File: config.mk
export PLATFORM = sky130hd
export DESIGN_NAME = lcd_serial_port
export DESIGN_NICKNAME = d
export VERILOG_FILES = /design/src/rtl/lsp_pkg.sv /design/src/rtl/lsp_sync.sv /design/src/rtl/lsp_byte_rx.sv /design/src/rtl/lsp_tx_shift.sv /design/src/rtl/lcd_serial_port.sv
export SDC_FILE = /design/constraint.sdc
export NUM_CORES = 1
export LEC_CHECK = 0
export BUFFER_PORTS_ARGS = -buffer_cell sky130_fd_sc_hd__buf_2
export CAP_MARGIN = 20
export CORE_MARGIN = 3
export CORE_UTILIZATION = 60
export CTS_CLUSTER_DIAMETER = 60
export DETAILED_ROUTE_END_ITERATION = 12
export GPL_TIMING_DRIVEN = 1
export PLACE_DENSITY_LB_ADDON = 0.3
export REMOVE_ABC_BUFFERS = 1
export SETUP_SLACK_MARGIN = 0.05
export SLEW_MARGIN = 20
export SYNTH_ARGS = -nofsm -noshare
export SYNTH_HDL_FRONTEND = slang
export SYNTH_HIERARCHICAL = 1
export SYNTH_SLANG_ARGS = --single-unit
File: constraint.sdc
create_clock -name clk -period 2.9 [get_ports clk]
set_input_delay 0.58 -clock clk [delete_from_list [all_inputs] [get_ports clk]]
set_output_delay 0.58 -clock clk [all_outputs]
set_load 0.01 [all_outputs]
File: src/rtl/lsp_pkg.sv
package lsp_pkg;

  typedef enum logic [1:0] {
    K_LOW   = 2'd0,
    K_INSTR = 2'd1,
    K_PIXEL = 2'd2
  } kind_t;

  typedef enum logic [1:0] {
    ST_START,
    ST_WRITE,
    ST_READ,
    ST_SKIP
  } state_t;

  function automatic logic [17:0] widen565(input logic [15:0] w);
    return {w[15:11], w[15], w[10:5], w[4:0], w[4]};
  endfunction

endpackage

File: src/rtl/lsp_sync.sv
module lsp_sync #(
  parameter int          W       = 3,
  parameter int          STAGES  = 2,
  parameter logic [W-1:0] RST_VAL = '0
) (
  input  logic         clk,
  input  logic         rst,
  input  logic [W-1:0] d,
  output logic [W-1:0] q
);
  logic [W-1:0] chain [STAGES+1];

  assign chain[0] = d;

  for (genvar i = 0; i < STAGES; i++) begin : g_stage
    always_ff @(posedge clk) begin
      if (rst) chain[i+1] <= RST_VAL;
      else     chain[i+1] <= chain[i];
    end
  end

  assign q = chain[STAGES];
endmodule

File: src/rtl/lsp_byte_rx.sv
module lsp_byte_rx #(
  parameter int BW = 8
) (
  input  logic          clk,
  input  logic          rst,
  input  logic          active,
  input  logic          sample,
  input  logic          bit_in,
  output logic          done,
  output logic [BW-1:0] value
);
  localparam int CW = $clog2(BW);

  logic [CW-1:0] cnt;
  logic [BW-1:0] sh;

  always_ff @(posedge clk) begin
    done <= 1'b0;
    if (rst) begin
      cnt   <= '0;
      sh    <= '0;
      value <= '0;
    end else if (!active) begin
      cnt <= '0;
      sh  <= '0;
    end else if (sample) begin
      sh <= {sh[BW-2:0], bit_in};
      if (cnt == CW'(BW - 1)) begin
        cnt   <= '0;
        done  <= 1'b1;
        value <= {sh[BW-2:0], bit_in};
      end else begin
        cnt <= cnt + 1'b1;
      end
    end
  end
endmodule

File: src/rtl/lsp_tx_shift.sv
module lsp_tx_shift #(
  parameter int W = 16
) (
  input  logic         clk,
  input  logic         rst,
  input  logic         clear,
  input  logic         load,
  input  logic [W-1:0] load_val,
  input  logic         shift,
  output logic         bit_out
);
  logic [W-1:0] sh;

  always_ff @(posedge clk) begin
    if (rst || clear) begin
      sh      <= '0;
      bit_out <= 1'b0;
    end else if (load) begin
      sh <= load_val;
    end else if (shift) begin
      bit_out <= sh[W-1];
      sh      <= {sh[W-2:0], 1'b0};
    end
  end
endmodule

File: src/rtl/lcd_serial_port.sv
module lcd_serial_port
  import lsp_pkg::*;
#(
  parameter logic [4:0]  ADDR_HI     = 5'b01110,
  parameter logic [15:0] PIX_INDEX   = 16'h0022,
  parameter int          DUMMY_BYTES = 4,
  parameter int          SYNC_STAGES = 2
) (
  input  logic        clk,
  input  logic        rst,
  input  logic        cs_n,
  input  logic        sclk,
  input  logic        sdi,
  input  logic        id_strap,
  output logic        sdo,
  output logic        sdo_oe,
  output logic        wr_stb,
  output logic [1:0]  wr_kind,
  output logic [17:0] wr_data,
  output logic        rd_req,
  output logic [1:0]  rd_kind,
  input  logic [15:0] rd_data
);
  localparam int BW  = 8;
  localparam int WW  = 2 * BW;
  localparam int DCW = $clog2(DUMMY_BYTES + 1) < 1 ? 1 : $clog2(DUMMY_BYTES + 1);

  logic [2:0]    s3;
  logic          cs_s, sclk_s, sdi_s, sclk_d;
  logic          rise, fall;
  logic          byte_done;
  logic [BW-1:0] byte_val;
  logic [BW-1:0] hi_q;
  logic [WW-1:0] index_q;
  logic [DCW-1:0] dcnt;
  logic          half, rs_q, pix_sel, addr_ok;
  state_t        st;

  lsp_sync #(.W(3), .STAGES(SYNC_STAGES), .RST_VAL(3'b110)) u_sync (
    .clk(clk), .rst(rst), .d({cs_n, sclk, sdi}), .q(s3)
  );

  assign cs_s    = s3[2];
  assign sclk_s  = s3[1];
  assign sdi_s   = s3[0];
  assign rise    = sclk_s & ~sclk_d;
  assign fall    = ~sclk_s & sclk_d;
  assign pix_sel = (index_q == PIX_INDEX);
  assign addr_ok = (byte_val[7:3] == ADDR_HI) && (byte_val[2] == id_strap);

  lsp_byte_rx #(.BW(BW)) u_rx (
    .clk(clk), .rst(rst), .active(~cs_s), .sample(rise), .bit_in(sdi_s),
    .done(byte_done), .value(byte_val)
  );

  always_ff @(posedge clk) begin
    wr_stb <= 1'b0;
    rd_req <= 1'b0;
    if (rst) begin
      st      <= ST_START;
      sclk_d  <= 1'b1;
      rs_q    <= 1'b0;
      half    <= 1'b0;
      hi_q    <= '0;
      dcnt    <= '0;
      index_q <= '0;
      wr_kind <= K_LOW;
      wr_data <= '0;
      rd_kind <= K_LOW;
      sdo_oe  <= 1'b0;
    end else begin
      sclk_d <= sclk_s;
      sdo_oe <= ~cs_s && (st == ST_READ);
      if (cs_s) begin
        st   <= ST_START;
        half <= 1'b0;
        dcnt <= '0;
      end else if (byte_done) begin
        case (st)
          ST_START: begin
            half <= 1'b0;
            rs_q <= byte_val[1];
            if (!addr_ok) begin
              st <= ST_SKIP;
            end else if (byte_val[0]) begin
              st <= ST_READ;
              if (!byte_val[1])  rd_kind <= K_LOW;
              else if (pix_sel)  rd_kind <= K_PIXEL;
              else               rd_kind <= K_INSTR;
              if (byte_val[1] && pix_sel && DUMMY_BYTES > 0) dcnt <= DCW'(DUMMY_BYTES);
              else                                          rd_req <= 1'b1;
            end else begin
              st <= ST_WRITE;
            end
          end
          ST_WRITE: begin
            if (!half) begin
              hi_q <= byte_val;
              half <= 1'b1;
            end else begin
              half   <= 1'b0;
              wr_stb <= 1'b1;
              if (!rs_q) begin
                wr_kind <= K_LOW;
                wr_data <= {2'b00, hi_q, byte_val};
                index_q <= {hi_q, byte_val};
              end else if (pix_sel) begin
                wr_kind <= K_PIXEL;
                wr_data <= widen565({hi_q, byte_val});
              end else begin
                wr_kind <= K_INSTR;
                wr_data <= {2'b00, hi_q, byte_val};
              end
            end
          end
          ST_READ: begin
            if (dcnt != '0) begin
              dcnt <= dcnt - 1'b1;
              if (dcnt == DCW'(1)) rd_req <= 1'b1;
            end else begin
              half <= ~half;
              if (half) rd_req <= 1'b1;
            end
          end
          default: ;
        endcase
      end
    end
  end

  lsp_tx_shift #(.W(WW)) u_tx (
    .clk(clk), .rst(rst), .clear(cs_s), .load(rd_req), .load_val(rd_data),
    .shift(fall), .bit_out(sdo)
  );
endmodule

==> metrics <==
status=complete, no violations; top-count cell post-synth=dfxtp_1; Final GP Congestion=0.8866; Synth warnings=6; Yosys reg bits=99; RSZ-0062 raised after global routing=no; Initial Utilization=63.57%; commonest register cell after synthesis=dfxtp_1; Reg2Reg Depth=4; Critical Path Sink Type=flip-flop; crit share post-route=74.82%; Vias=3362; root buf cell=clkbuf_8; final setup violation count=0; fillers=565; DIE WIDTH=92.01 µm; most frequent cells after synthesis=dfxtp_1 (99), nor2_1 (57), mux2i_1 (44); Slew headroom=42.98%; area occupied by multi-input gates=2183 µm²; Slew Limit Fails=0; Setup Fix Bufs, Post-CTS=0; Final Skew=0.009305 ns; total grt overflow=0; gr usage total=22.65%; top cell family by delay on the critical path=simple AND/OR/NAND/NOR gates; crit path kind=reg2reg; Via density=5.594; layout cells sized above 1=20.40%; die area=8465 µm²; Post-DRT Antenna Nets=0; Worst path depth=4; Rows=30; vias in the first global route=3232; peak supply drop=0.0003379 V; post-route insts no fill=601; Hold Path Class=in2reg; Startpoint Class=flip-flop; Async SR Flop Fraction=0%; Routed WL per cell=15.16 µm; Power per Cell Area=480.0 nW/µm²; area of all sequential standard cells=1982 µm²; Layout area overhead=8.430%; Clk network pwr share=38.4%; share of Yosys cell area claimed by the top area cell type=44.66%; Mapped Area=4438 µm²; # diodes=0; antenna violations before repair=0; Setup WS post-layout=0.7302 ns; CTS Buf Count=9; required time of the critical path=3.16 ns; Core Area=6982 µm²; layout net count=531; leakage power=0.001675 µW; Post-Place Worst Slack=0.7416 ns; cell count after placement=585; Max clock buf depth=2; FMAX=460.9 MHz; Avg Cell Area, Syn=9.403 µm²; critical path's slowest cell=and4_1; Chip Height=92.01 µm; top-level I/O count=48; clk sinks=99; Detailed Routing Iterations Pass 1=4; CTS clk-pin slew, worst paths=0.10 ns; post-cts resize count=0; Buf/Inv on CP=0; Syn Inst Count=472; CP Cell Sequence=nor4b_2, and4_1, a31oi_1, a2111oi_2; largest net degree at the start of global routing=31; R2R setup slack=0.73 ns; crit path DAT=2.43 ns; CTS Hold Bufs=0; Synth area leaders=dfxtp_1 (45%), mux2i_1 (9.9%), nor2_1 (4.8%); Seq pwr share=59.1%; endpoints failing hold=0; Least-Margin Pin Slew=0.8541 ns; Switch Pwr=517.9 µW; EDFF count, synth=0; CP max stage delay=0.82 ns; Seq/Total Area, Yosys=44.66%; total routed wirelength=9.112 mm; initial DRC count=241; port bufs=47; global-route wire length before repair=15.60 mm; Comb power frac=2.5%; Internal=1792 µW; Sw Share=22.42%; Max FO, Critical Path=23; H-tree depth=3; distinct cell type count after synthesis=56; WHS Path Cells=2; cell taking the most area after synthesis=dfxtp_1; worst skew pair latency=0.36 ns; post-layout min period=2.170 ns; TNS Setup=0 ns; post-DP HPWL=6.098 mm; CTS tree=yes; max_cap viols=0; DRC errors left=0
## sequential cells by signal, summed over array words and instances, names as in the netlist, 2 cells and up
register and cells:
wr_kind 2, rd_kind 2, wr_data 18, u_sync/chain 3, index_q 16, st 2
u_rx/cnt 3, u_sync/q 3, dcnt 3, u_tx/sh 16, hi_q 8, u_rx/value 8
u_rx/sh 7
## stage by stage
stage | total power (µW) | hold slack, ns | util [%] | cell area [µm²]
detailed placement | 1454 | 0.3892 | 66.04 | 4611
global route | 2387 | 0.3926 | 68.92 | 4812
floorplan | 1418 | 0.3832 | - | 4195
CTS | 2322 | 0.3889 | 68.92 | 4812
finish | 2310 | 0.3979 | 68.92 | 4812
global placement | 1453 | 0.3841 | 66.04 | 4611
## path summary, 6_finish.rpt
path,start,endpoint
setup / recovery,index_q[4],dcnt[2]
setup reg to reg,index_q[4],dcnt[2]
hold / removal,sclk,u_sync/chain[4]
hold reg to reg,u_sync/chain[5],u_sync/q[2]
## cell usage in the layout, fill, tap and decap left out, types with 8 or more instances in the layout
master and n:
a21oi_1 25, a311oi_1 15, buf_2 47, buf_4 8, clkbuf_8 9, dfxtp_1 99, ha_1 9, mux2_4 9
mux2i_1 44, nand2_1 43, nand2b_1 18, nand3_1 19, nor2_1 57, o21ai_0 16
## layer usage
metal  share of wire, %  wire length (µm)  global-route usage [%]
met1                 48              4359                   31.35
met4               0.59                54                   7.426
met2                 46              4175                   35.89
met5                  0                 0                       0
met3                5.7               523                   4.102
## logic make-up after synthesis
kind of cell | count (synthesis) | share of synthesized area, %
and+or+nand+nor | 183 | 20.84
xor gates and xnor gates | 1 | 0.1974
AOI/OAI and AO/OA | 74 | 10.88
buffers and inverters | 46 | 6.146
DFF | 99 | 44.66
adders and majority gates | 9 | 2.537
muxes | 60 | 14.74
## power groups by stage
stage | clock, µW | combinational [µW] | sequential [µW]
final | 887 | 57.1 | 1370
after CTS | 900 | 57.0 | 1370
after global placement | 0 | 56.2 | 1400
after detailed placement | 0 | 56.7 | 1400
after floorplan | 0 | 21.5 | 1400
after global routing | 958 | 62.2 | 1370
## final cells by class
class | count | share of cell area, %
flip-flops and latches | 99 | 41.19
clock inverters | 7 | 1.612
inverters | 8 | 0.6240
multi-input cells | 327 | 45.37
repair buffers | 55 | 6.136
well taps | 96 | 2.496
clock buffers | 9 | 2.574
Power figures use the tool's default switching activity.
